## src/rtl/column_loader_pkg.sv

```systemverilog
package column_loader_pkg;
  localparam int CODE_W  = 6;
  localparam int CODES   = 6;
  localparam int WORD_W  = CODE_W * CODES;
  localparam int HALF_W  = WORD_W / 2;
  localparam int SLOT_W  = 10;

  typedef struct packed {
    logic              loadEn;
    logic [SLOT_W-1:0] slot;
  } loadCtl_t;
endpackage

```

## src/rtl/column_loader_ctrl.sv

```systemverilog
module column_loader_ctrl
  import column_loader_pkg::*;
#(
  parameter int SLOTS = 16,
  parameter int SKIP  = 2
) (
  input  logic     clk,
  input  logic     rstN,
  input  logic     dirRight,
  input  logic     fullMode,
  input  logic     loStartIn,
  input  logic     hiStartIn,
  input  logic     lineStrobe,
  output loadCtl_t ctl,
  output logic     loCarryOut,
  output logic     hiCarryOut
);
  localparam int SKIP_LO = (SLOTS - SKIP) / 2;
  localparam int CW      = $clog2(SLOTS + 3);

  typedef enum logic [1:0] {IDLE, RUN, DONE} phase_t;

  phase_t phase, phaseNext;
  logic [CW-1:0] cnt, cntNext, activeN, idx;
  logic strobePrev, strobeRise, startIn, loadNow, lastLoad;
  logic carryQ, carryDirQ;
  int ascSlot, physSlot;

  assign strobeRise = lineStrobe & ~strobePrev;
  assign startIn    = dirRight ? loStartIn : hiStartIn;
  assign activeN    = fullMode ? CW'(SLOTS) : CW'(SLOTS - SKIP);

  always_comb begin
    phaseNext = phase;
    cntNext   = cnt;
    loadNow   = 1'b0;
    idx       = cnt;
    if (strobeRise) begin
      phaseNext = IDLE;
      cntNext   = '0;
    end else begin
      case (phase)
        IDLE: if (startIn) begin
          loadNow   = 1'b1;
          idx       = '0;
          phaseNext = RUN;
          cntNext   = CW'(1);
        end
        RUN: begin
          loadNow = (cnt < activeN);
          cntNext = cnt + CW'(1);
          if (cnt == activeN + CW'(1)) phaseNext = DONE;
        end
        default: ;
      endcase
    end
  end

  always_comb begin
    ascSlot = int'(idx);
    if (!fullMode && ascSlot >= SKIP_LO) ascSlot = ascSlot + SKIP;
    physSlot = dirRight ? ascSlot : (SLOTS - 1 - ascSlot);
  end

  assign lastLoad   = loadNow && (idx == activeN - CW'(1));
  assign ctl.loadEn = loadNow;
  assign ctl.slot   = SLOT_W'(physSlot);

  always_ff @(posedge clk or negedge rstN) begin
    if (!rstN) begin
      phase      <= IDLE;
      cnt        <= '0;
      strobePrev <= 1'b0;
      carryQ     <= 1'b0;
      carryDirQ  <= 1'b0;
    end else begin
      phase      <= phaseNext;
      cnt        <= cntNext;
      strobePrev <= lineStrobe;
      carryQ     <= lastLoad;
      if (lastLoad) carryDirQ <= dirRight;
    end
  end

  assign hiCarryOut = carryQ & carryDirQ;
  assign loCarryOut = carryQ & ~carryDirQ;
endmodule

```

## src/rtl/column_loader_dp.sv

```systemverilog
module column_loader_dp
  import column_loader_pkg::*;
#(
  parameter int SLOTS = 16
) (
  input  logic                    clk,
  input  logic                    rstN,
  input  loadCtl_t                ctl,
  input  logic [WORD_W-1:0]       wordIn,
  input  logic                    invLo,
  input  logic                    invHi,
  output logic [SLOTS*WORD_W-1:0] lineData
);
  logic [WORD_W-1:0] fixedWord;

  assign fixedWord = wordIn ^ {{HALF_W{invHi}}, {HALF_W{invLo}}};

  for (genvar s = 0; s < SLOTS; s++) begin : gSlot
    logic [WORD_W-1:0] slotQ;
    always_ff @(posedge clk or negedge rstN) begin
      if (!rstN) slotQ <= '0;
      else if (ctl.loadEn && ctl.slot == SLOT_W'(s)) slotQ <= fixedWord;
    end
    assign lineData[s*WORD_W +: WORD_W] = slotQ;
  end
endmodule

```

## src/rtl/column_loader.sv

```systemverilog
module column_loader
  import column_loader_pkg::*;
#(
  parameter int SLOTS = 16,
  parameter int SKIP  = 2
) (
  input  logic                    clk,
  input  logic                    rstN,
  input  logic                    dirRight,
  input  logic                    fullMode,
  input  logic                    loStartIn,
  input  logic                    hiStartIn,
  input  logic                    lineStrobe,
  input  logic [35:0]             wordIn,
  input  logic                    invLo,
  input  logic                    invHi,
  output logic                    loCarryOut,
  output logic                    hiCarryOut,
  output logic [SLOTS*36-1:0]     lineData
);
  loadCtl_t ctlBus;

  column_loader_ctrl #(.SLOTS(SLOTS), .SKIP(SKIP)) uCtrl (
    .clk(clk), .rstN(rstN), .dirRight(dirRight), .fullMode(fullMode),
    .loStartIn(loStartIn), .hiStartIn(hiStartIn), .lineStrobe(lineStrobe),
    .ctl(ctlBus), .loCarryOut(loCarryOut), .hiCarryOut(hiCarryOut)
  );

  column_loader_dp #(.SLOTS(SLOTS)) uDp (
    .clk(clk), .rstN(rstN), .ctl(ctlBus), .wordIn(wordIn),
    .invLo(invLo), .invHi(invHi), .lineData(lineData)
  );
endmodule

```

## config.mk

```make
export PLATFORM = sky130hd
export DESIGN_NAME = column_loader
export DESIGN_NICKNAME = d
export VERILOG_FILES = /design/src/rtl/column_loader_pkg.sv /design/src/rtl/column_loader_ctrl.sv /design/src/rtl/column_loader_dp.sv /design/src/rtl/column_loader.sv
export SDC_FILE = /design/constraint.sdc
export NUM_CORES = 1
export LEC_CHECK = 0
export ABC_AREA = 0
export BUFFER_PORTS_ARGS = -buffer_cell sky130_fd_sc_hd__buf_2
export CORE_AREA = 2 2 244 246
export CTS_CLUSTER_DIAMETER = 50
export DETAILED_ROUTE_END_ITERATION = 8
export DIE_AREA = 0 0 246 248
export SYNTH_ARGS = -nofsm -noshare
export SYNTH_HDL_FRONTEND = slang
export SYNTH_SLANG_ARGS = --single-unit
```

## constraint.sdc

```tcl
create_clock -name clk -period 7.91 [get_ports clk]
set_input_delay 1.582 -clock clk [delete_from_list [all_inputs] [get_ports clk]]
set_output_delay 1.582 -clock clk [all_outputs]
set_load 0.005 [all_outputs]
```

Word-level counts from Yosys, hierarchy flattened
Index checks and enable logic that the tools add are counted.
{ "word_totals": {"wordCells": 95, "input_bits": 45, "output_inout_bits": 578, "regBits": 586} }
{ "op_classes": {"add_sub_neg": 5, "reduce_logical": 24, "mux": 17, "bitwise_logic": 6, "magnitude_cmp": 2, "eq_ne": 20} }
{ "op_table": {"columns": ["operator", "n"], "rows": [
  ["== test 10 x 4 -> 1 bit, second input constant", 8],
  ["== test 10 x 3 -> 1 bit, second input constant", 4],
  ["bitwise XOR 36 bit", 1],
  ["two-way mux 5 bit", 6],
  ["== test 10 x 2 -> 1 bit, second input constant", 2],
  ["logical AND 1 bit", 18],
  ["adder 5 x 1 -> 5 bit, second input constant", 2],
  ["== test 10 x 1 -> 1 bit, second input constant", 1],
  ["== test 5 bit", 2],
  ["logical NOT 10 bit", 1],
  ["two-way mux 10 bit", 1],
  ["one-hot mux 5 bit (2 select lines)", 1],
  ["subtractor 5 x 10 -> 10 bit, first input constant", 1],
  ["adder 5 x 2 -> 6 bit, second input constant", 1],
  ["two-way mux 2 bit", 3],
  ["two-way mux 6 bit", 1],
  ["!= test 3 x 1 -> 1 bit, second input constant", 2],
  [">= comparator 5 x 3 -> 1 bit, second input constant", 1],
  ["less-than comparator 5 bit", 1],
  ["subtractor 5 x 1 -> 5 bit, second input constant", 1],
  ["one-hot mux 2 bit (2 select lines)", 1],
  ["bitwise AND 1 bit", 3],
  ["two-way mux 1 bit", 3],
  ["AND reduction 3 bit", 1],
  ["other kinds (7)", 8]
]} }

Depth between registers and ports, before layout
Gate-level depths: netlist (run 1).
{ "depth": {"word_depth": 11, "mapped_depth": 16, "depth_no_buf": 12} }

Hierarchy
Synthesis (run 1) repeated with hierarchy kept, for this count alone.
{ "unflattened": {"cells_unflattened": 1405, "area_unflattened_um2": 22854.4} }
{ "by_module_without_submodules": {"columns": ["mod", "instances", "area_per_inst_um2", "seq_area_each_um2", "cells_each"], "rows": [
  ["column_loader_dp", 1, 21991.1, 14413.8, 1308],
  ["column_loader_ctrl", 1, 863.3, 250.2, 97]
]} }

Least setup slack after synthesis (run 1)
No wires, ideal clock.
{ "synth_timing": {"path_kind": "input -> register", "start": "in dirRight", "end": "reg uDp.gSlot[10].slotQ[15]", "setup_time_ns": 0.125, "path_slack_ns": 3.176, "arrival_time_ns": 4.610, "t_required_ns": 7.785, "stages": 14, "n_path_buf": 3, "cell_sequence": "mux2_2 > a31oi_1 > ha_1 > nor2b_1 > nand4_1 > ha_1 > inv_1 > a21oi_1 > nor4bb_1 > clkbuf_1 > and4b_1 > buf_4 > buf_6 > mux2_2"} }
{ "synth_between": {"elab_chain_cells": 11, "elab_cells_between_ends": 15, "cone_classes": "add/sub: 2; order compare: 1; eq/ne: 1; mux: 9; reduce/logical: 2"} }
{ "synth_rtl": {"columns": ["element", "line_no", "text"], "rows": [
  ["start: declaration", "column_loader.sv:9", "input logic dirRight,"],
  ["two-way mux 1 bit", "column_loader_ctrl.sv:30", "assign startIn = dirRight ? loStartIn : hiStartIn;"],
  ["two-way mux 5 bit", "column_loader_ctrl.sv:43", "IDLE: if (startIn) begin"],
  ["two-way mux 5 bit", "column_loader_ctrl.sv:42", "case (phase)"],
  ["two-way mux 5 bit", "column_loader_ctrl.sv:38", "if (strobeRise) begin"],
  [">= comparator 5 x 3 -> 1 bit", "column_loader_ctrl.sv:61", "if (!fullMode && ascSlot >= SKIP_LO) ascSlot = ascSlot + SKIP;"],
  ["logical AND 1 bit", "column_loader_ctrl.sv:61", null],
  ["two-way mux 6 bit", "column_loader_ctrl.sv:61", null],
  ["subtractor 5 x 10 -> 10 bit", "column_loader_ctrl.sv:62", "physSlot = dirRight ? ascSlot : (SLOTS - 1 - ascSlot);"],
  ["two-way mux 10 bit", "column_loader_ctrl.sv:62", null],
  ["== test 10 x 4 -> 1 bit", "column_loader_dp.sv:22", "else if (ctl.loadEn && ctl.slot == SLOT_W'(s)) slotQ <= fixedWord;"],
  ["logical AND 1 bit *", "column_loader_dp.sv:22", null],
  ["end signal: assignment", "column_loader_dp.sv:22", null],
  ["end: declaration", "column_loader_dp.sv:19", "logic [WORD_W-1:0] slotQ;"]
]} }
Every way passes the cells marked *; elsewhere a longest branch is shown, timed or not.
A chain may end at the register's enable or synchronous reset.

Worst setup path in the final report (run 1)
{ "layout_timing": {"start": "in dirRight", "end": "reg uDp.gSlot[2].slotQ[5]"} }
{ "layout_between": {"elab_chain_cells": 11, "elab_cells_between_ends": 15, "cone_classes": "add/sub: 2; order compare: 1; eq/ne: 1; mux: 9; reduce/logical: 2"} }
{ "layout_rtl": {"columns": ["element", "line_no"], "rows": [
  ["two-way mux 1 bit", "column_loader_ctrl.sv:30"],
  ["two-way mux 5 bit", "column_loader_ctrl.sv:43"],
  ["two-way mux 5 bit", "column_loader_ctrl.sv:42"],
  ["two-way mux 5 bit", "column_loader_ctrl.sv:38"],
  [">= comparator 5 x 3 -> 1 bit", "column_loader_ctrl.sv:61"],
  ["logical AND 1 bit", "column_loader_ctrl.sv:61"],
  ["two-way mux 6 bit", "column_loader_ctrl.sv:61"],
  ["subtractor 5 x 10 -> 10 bit", "column_loader_ctrl.sv:62"],
  ["two-way mux 10 bit", "column_loader_ctrl.sv:62"],
  ["== test 10 x 2 -> 1 bit", "column_loader_dp.sv:22"],
  ["logical AND 1 bit *", "column_loader_dp.sv:22"],
  ["end signal: assignment", "column_loader_dp.sv:22"],
  ["end: declaration", "column_loader_dp.sv:19"]
]} }
Marks and branches as above.

==> impl_results.md, run 1 <==
* Post-cts sizing count at 0
* Psw at 3.622 mW
* Final-stage net count at between 2,000 and 2,500
* Syn_area_per_cell at 16.30 um2
* Max_cap viols at 0
* Type of the most critical hold path: flop to flop
* Combinational share of power at 31.0%
* Power Dens Cells at 394.3 nW/um2
* Status: completed
* Final period util at roughly 72%
* Seq cells post-synth at 586
* Distinct cells, synth at 59
* Max-slew headroom at between 10% and 20%
* First-pass DRT Iterations at 4
* Count of warnings emitted by yosys at 0
* Post-detail-place hpwl at 49,860 um
* Worst slew pin tran at 1.242 ns
* Number of global-route vias before repair at 15,040
* 1st-iter DRT viols at between 500 and 600
* TNS Setup at 0 ns
* Worst EP required at 8.39 ns
* Die area at 61,010 um2
* Clk_skew at 0.01897 ns
* Part of the Yosys area used for sequential elements at 62.99%
* Setup Buffers After CTS at 0
* Final Routed Wirelength at 72,660 um
* Die H at 248 um
* Die Width at 246 um
* Clock share of power at 27.3%
* Primary FF master, synth: dfrtp_1
* Clk buf depth at 3
* Setup violators final at 0
* Pint at about 8 mW
* Fraction of layout cells with a size suffix above 1 at 61.78%
* H-tree depth at 3
* Clock Latency Late Sink at 0.60 ns
* Post-synth EDFFs at 0
* Setup crit end kind: flop
* Largest net degree at the start of global routing at 185
* Kind of critical path: input pin to flop
* Post-route cell area at about 30,000 um2
* Slew Viols, Final at 0
* Starting density of the core at 39.82%
* Drt via density at between 5 and 6
* Synth Cell Area at 23,280 um2
* Fillers at around 5,100
* Synthesized Nets at 1,480
* GPL Wtd Cong at 0.8130
* Crit start category: input pin
* Antenna viol nets, final at 0
* P&R area growth vs syn at 26.90%
* Row cnt at 89
* # hold bufs at CTS at 0
* First-pass GRT wire length at 104,900 um
* Minimum clock period at 5.733 ns
* CP arrival at 6.21 ns
* Placed cell areas at 27,270 um2
* Core ar. at just under 60,000 um2
* Root Driver: clkbuf_16
* Unrepaired setup endpoints after global routing: false
* Seq pwr share at a little over two fifths
* Vias at 14,560
* Clk slew on worst S/H paths at roughly 0.060 ns
* Synth async-reset ratio at 100.0%
* Leakage power at around 15 nW
* DRC at 0
* Post-Synthesis Cells at 1,428
* CP Max Fanout at 36
* Peak supply drop at roughly 0.19 mV
* Overall Global Routing Usage at between 20% and 30%
* CTS tree: yes
* CTS buffer count at 68
* Max Clk Rate at roughly 170 MHz
* Port bufs at ~620
* Grt ovf at 0
* Clk sink count at 586
* Hold violation count in the final report at 0
* Io pins at 623
* Routed WL per cell at 25.32 um
* Switching Share at 31.09%
* Initial antenna violation count at 1
[power groups by stage]
stage	clock network (mW)	registers, mW	logic [mW]
final	3.18	4.87	3.61
after global routing	3.38	5.01	3.87
after CTS	3.24	4.86	3.68
after detailed placement	0	4.90	3.67
after global placement	0	4.84	3.62
after floorplan	0	4.95	1.52
[flip-flops by register name (all words and copies together) (netlist names)]
signal,cells
uDp.gSlot.slotQ,576
uCtrl.carryDirQ,1
uCtrl.cnt,5
uCtrl.phase,2
uCtrl.strobePrev,1
uCtrl.carryQ,1
[routing by layer]
layer	global-route usage [%]	up-vias	share of wire (%)
met5	0	-	0.0096
met4	9.002	2	3.4
met3	5.699	127	6.0
met2	39.85	443	51
met1	28.94	7710	40
li1	-	6276	-
[Yosys cell counts (all sizes together) (2+ instances only)]
cell type | instances | area share (%)
mux2 | 578 | 29
a31oi | 3 | 0.081
nand2b | 3 | 0.081
inv | 6 | 0.097
or3 | 2 | 0.054
clkbuf | 45 | 0.73
dfrtp | 586 | 63
xor2 | 40 | 1.6
o211a | 2 | 0.086
nor2 | 14 | 0.23
o31ai | 2 | 0.064
nand4 | 6 | 0.35
and3 | 2 | 0.054
a21oi | 7 | 0.15
nand3 | 11 | 0.31
nor4b | 2 | 0.20
and2 | 4 | 0.12
nor4 | 2 | 0.081
o22ai | 3 | 0.17
nand2 | 10 | 0.16
o21ai | 2 | 0.043
buf | 56 | 1.7
o211ai | 6 | 0.38
and4 | 2 | 0.075
nor2b | 4 | 0.11
xnor2 | 3 | 0.15
nor3 | 5 | 0.15
ha | 7 | 0.38
a211oi | 2 | 0.064
[critical path: stages]
cell and delay (ns):
buf_2 0.37, mux2_2 0.46, a31oi_1 0.32, ha_1 0.31, a2111oi_4 0.08, o31ai_1 0.55
nand4_1 0.25, a21boi_0 0.74, o211a_2 1.08, mux2_2 0.43
[area by class of cell]
type | count | area (um2) | share of cell area, %
diodes | 1 | 2.502 | 0.008470
clock buffers | 93 | 1958 | 6.628
clock inverters | 24 | 316.6 | 1.071
multi-input cells | 735 | 8239 | 27.89
well taps | 773 | 967.2 | 3.274
repair buffers | 652 | 3373 | 11.42
inverters | 6 | 22.52 | 0.07623
flip-flops and latches | 586 | 14660 | 49.64
[cells by family (layout without fill, tap and decap cells)]
family,Yosys count,after routing,share of synthesized area (%)
buffers and inverters,107,775,2.488
adder cells (fa/ha/maj),7,7,0.3762
XOR/XNOR,43,43,1.731
AO/OA/AOI/OAI,34,34,1.365
AND/OR/NAND/NOR,72,72,2.193
flip-flops,586,586,62.99
other,0,1,0
multiplexers,579,579,28.86
[cells in the final DEF, fill, tap and decap left out, types with 4 or more instances in the layout]
master     instances
a21oi_1            7
buf_2            621
buf_4             28
bufinv_16          5
clkbuf_1          11
clkbuf_16         70
clkbuf_8          12
clkinv_2           6
dfrtp_1          586
ha_1               7
inv_1              6
inv_6              4
mux2_1            92
mux2_2           436
mux2_4            50
nand2_1           10
nand3_1            7
nor2_1            14
nor2b_1            4
o211ai_4           5
xor2_1            18
xor2_2            21
[stage by stage]
stage	worst slack (ns)	util [%]	power (mW)	instances	hold WS (ns)
final	2.177	50.53	11.65	2870	0.4783
after global routing	1.831	50.53	12.26	2869	0.4971
after CTS	2.132	50.53	11.78	2869	0.4823
after detailed placement	1.472	46.64	8.572	2752	0.4693
after global placement	1.753	46.64	8.452	2752	0.4660
after floorplan	3.176	-	6.467	1428	0.4828
[final timing paths]
path                                          from                 endpoint  slack, ns  depth (start not counted)
min                        uDp.gSlot[10].slotQ[12]  uDp.gSlot[10].slotQ[12]       0.48                          1
max                                       dirRight    uDp.gSlot[2].slotQ[5]       2.18                         10
max reg2reg                         uCtrl.phase[1]    uDp.gSlot[2].slotQ[5]       3.24                         10
min reg2reg                uDp.gSlot[10].slotQ[12]  uDp.gSlot[10].slotQ[12]       0.48                          1
max in group asynchronous                     rstN   uDp.gSlot[7].slotQ[26]       5.20                          2
min in group asynchronous                     rstN  uDp.gSlot[12].slotQ[24]       1.07                          1
(Power assumes the default switching activity.)
==> inputs of run 2 (changes only) <==
Settings changed: PLACE_DENSITY set to 0.66.
Clock period 7.91 ns to 5.15 ns, I/O delays scaled along.
==> run 2 against run 1 <==
Against the previous run: power grew 60%; sequential power grew 54%; sequential share of layout area shrank 1.3 points; register-to-register slack lost 2.0 ns; clock power grew 76%; global-route usage shrank 0.72 points; die area is the same.
==> impl_results.md, run 2 (synthesis gave the netlist of run 1 again) <==
* Clk sink count at ~600
* Fillers at around 5,000
* Commonest cells after routing, fill and taps aside: 621 x buf_2, 586 x dfrtp_1, 436 x mux2_2
* GPL Wtd Cong at 0.8478
* Clk slew on worst S/H paths at 0.06 ns
* Number of global-route vias before repair at 15,520
* # hold bufs at CTS at 0
* Reg2reg setup slack at 1.20 ns
* CP Max Fanout at 22
* Slew Viols, Final at 0
* Largest net degree at the start of global routing at 111
* Clock Latency Late Sink at 0.62 ns
* Psw at roughly 5.7 mW
* Max Clk Rate at roughly 240 MHz
* Post-detail-place hpwl at 49,950 um
* Pint at 12.90 mW
* Combinational share of power at around 30%
* Max_cap viols at 0
* Row cnt at just under 90
* Largest registers: uDp.gSlot.slotQ (576), uCtrl.cnt (5), uCtrl.phase (2)
* Worst min-delay path startpoint: uDp.gSlot[10].slotQ[32]
* Final-stage net count at 2,137
* Power Dens Cells at 614.5 nW/um2
* Fraction of layout cells with a size suffix above 1 at 62.75%
* Port bufs at roughly 620
* Type of the most critical hold path: flop to flop
* Worst r2r src: uCtrl.cnt[1]
* Crit start category: input pin
* Post-cts sizing count at 0
* Final Routed Wirelength at 70,960 um
* Peak supply drop at approximately 0.37 mV
* H-tree depth at 3
* Crit. Startpoint: dirRight
* FF+latch area at 14,660 um2
* DRC at 0
* Placed cell areas at ~28,000 um2
* Top reg by flops: uDp.gSlot.slotQ
* Final period util at 80.69%
* Core ar. at ~58,000 um2
* 1st-iter DRT viols at around 720
* Routed WL per cell at 24.29 um
* Grt ovf at 0
* Setup Buffers After CTS at 0
* Hold violation count in the final report at 0
* Multi-input gate area at approximately 8000 um2
* Die H at 248 um
* Worst EP required at 5.63 ns
* First-pass GRT wire length at 102,900 um
* Die area at 61,010 um2
* Minimum clock period at 4.155 ns
* Die Width at 246 um
* Max reg flops at 576
* R2R depth at 12
* WHS Endpoint: uDp.gSlot[10].slotQ[32]
* Initial antenna violation count at 4
* Setup crit end kind: flop
* Commonest non-fill, non-tap cell in the layout: buf_2
* Io pins at just over 600
* CP arrival at ~4.6 ns
* Hold-critical path depth at 1
* Drt via density at 5.093
* Starting density of the core at about two fifths
* Setup violators final at 0
* TNS Setup at 0 ns
* Unrepaired setup endpoints after global routing: false
* Status: completed
* Reg2reg end: uDp.gSlot[1].slotQ[11]
* Clock share of power at 30.1%
* CTS tree: yes
* CTS buffer count at 74
* P&R area growth vs syn at 30.21%
* Switching Share at a little under a third
* Worst slew pin tran at between 1 and 1.5 ns
* Post-route cell area at 30,310 um2
* Clk buf depth at 3
* Final Power at around 19 mW
* Kind of critical path: input pin to flop
* First-pass DRT Iterations at 5
* Seq pwr share at 40.4%
* Root Driver: clkbuf_16
* Clk_skew at 0.02146 ns
* Vias at 14,880
* Antenna viol nets, final at 0
* Leakage power at 15.66 nW
* Overall Global Routing Usage at 22.75%
* Max-slew headroom at 18.39%
-- run 2: cell types whose count changed in the layout (fill, tap and decap cells not counted), sizes merged --
cell / before / now
clkbuf: 93 / 96
bufinv: 5 / 11
buf: 652 / 682
clkinv: 12 / 14
inv: 11 / 16
diode: 1 / 4
clkinvlp: 2 / 5
-- run 2: worst max-delay path by stage --
stage,end,cells after the start,slack (ns)
after floorplan,uDp.gSlot[10].slotQ[15],14,0.97
after global placement,uDp.gSlot[1].slotQ[6],13,0.51
after detailed placement,uDp.gSlot[0].slotQ[7],14,0.40
after CTS,uDp.gSlot[1].slotQ[11],13,1.04
after global routing,uDp.gSlot[0].slotQ[8],14,0.81
final,uDp.gSlot[1].slotQ[11],13,0.99
-- run 2: critical path: stages --
cell,delay (ns)
buf_2,0.09
mux2_2,0.39
a31oi_1,0.33
ha_1,0.31
nor2b_1,0.18
nand4_1,0.12
ha_1,0.32
inv_1,0.08
a21o_1,0.12
and4_1,0.58
o211a_2,0.32
buf_4,0.36
mux2_2,0.39
-- run 2: layout make-up --
type / count / share of cell area, %
Antenna cell: 4 / 0.03302
Clock buffer: 96 / 6.847
Clock inverter: 40 / 2.225
Inverter: 6 / 0.07429
Multi-Input combinational cell: 735 / 27.18
Sequential cell: 586 / 48.37
Tap cell: 773 / 3.191
Timing Repair Buffer: 682 / 12.08
-- run 2: metal layers --
layer	share of wire, %	vias to the layer above	global-route usage, %
li1	-	6377	-
met4	3.7	2	9.947
met1	41	7878	28.68
met5	0.017	-	0
met3	5.2	140	4.466
met2	50	486	38.15
-- run 2: metrics by stage --
| stage | std cells | hold slack (ns) | utilization [%] | setup WS, ns |
|---|---|---|---|---|
| final | 2922 | 0.4789 | 51.85 | 0.9946 |
| after global routing | 2921 | 0.4934 | 51.85 | 0.8051 |
| after CTS | 2918 | 0.4814 | 51.84 | 1.045 |
| after detailed placement | 2782 | 0.4691 | 47.13 | 0.3962 |
| after global placement | 2782 | 0.4652 | 47.13 | 0.5070 |
| after floorplan | 1428 | 0.4828 | - | 0.9676 |
-- run 2: power groups by stage --
stage	clock network [mW]	registers (mW)	logic [mW]
2_1_floorplan	0	7.60	2.33
5_1_grt	5.92	7.74	5.89
3_3_place_gp	0	7.46	5.44
6_report	5.61	7.52	5.49
4_1_cts	5.73	7.51	5.59
3_5_place_dp	0	7.56	5.56
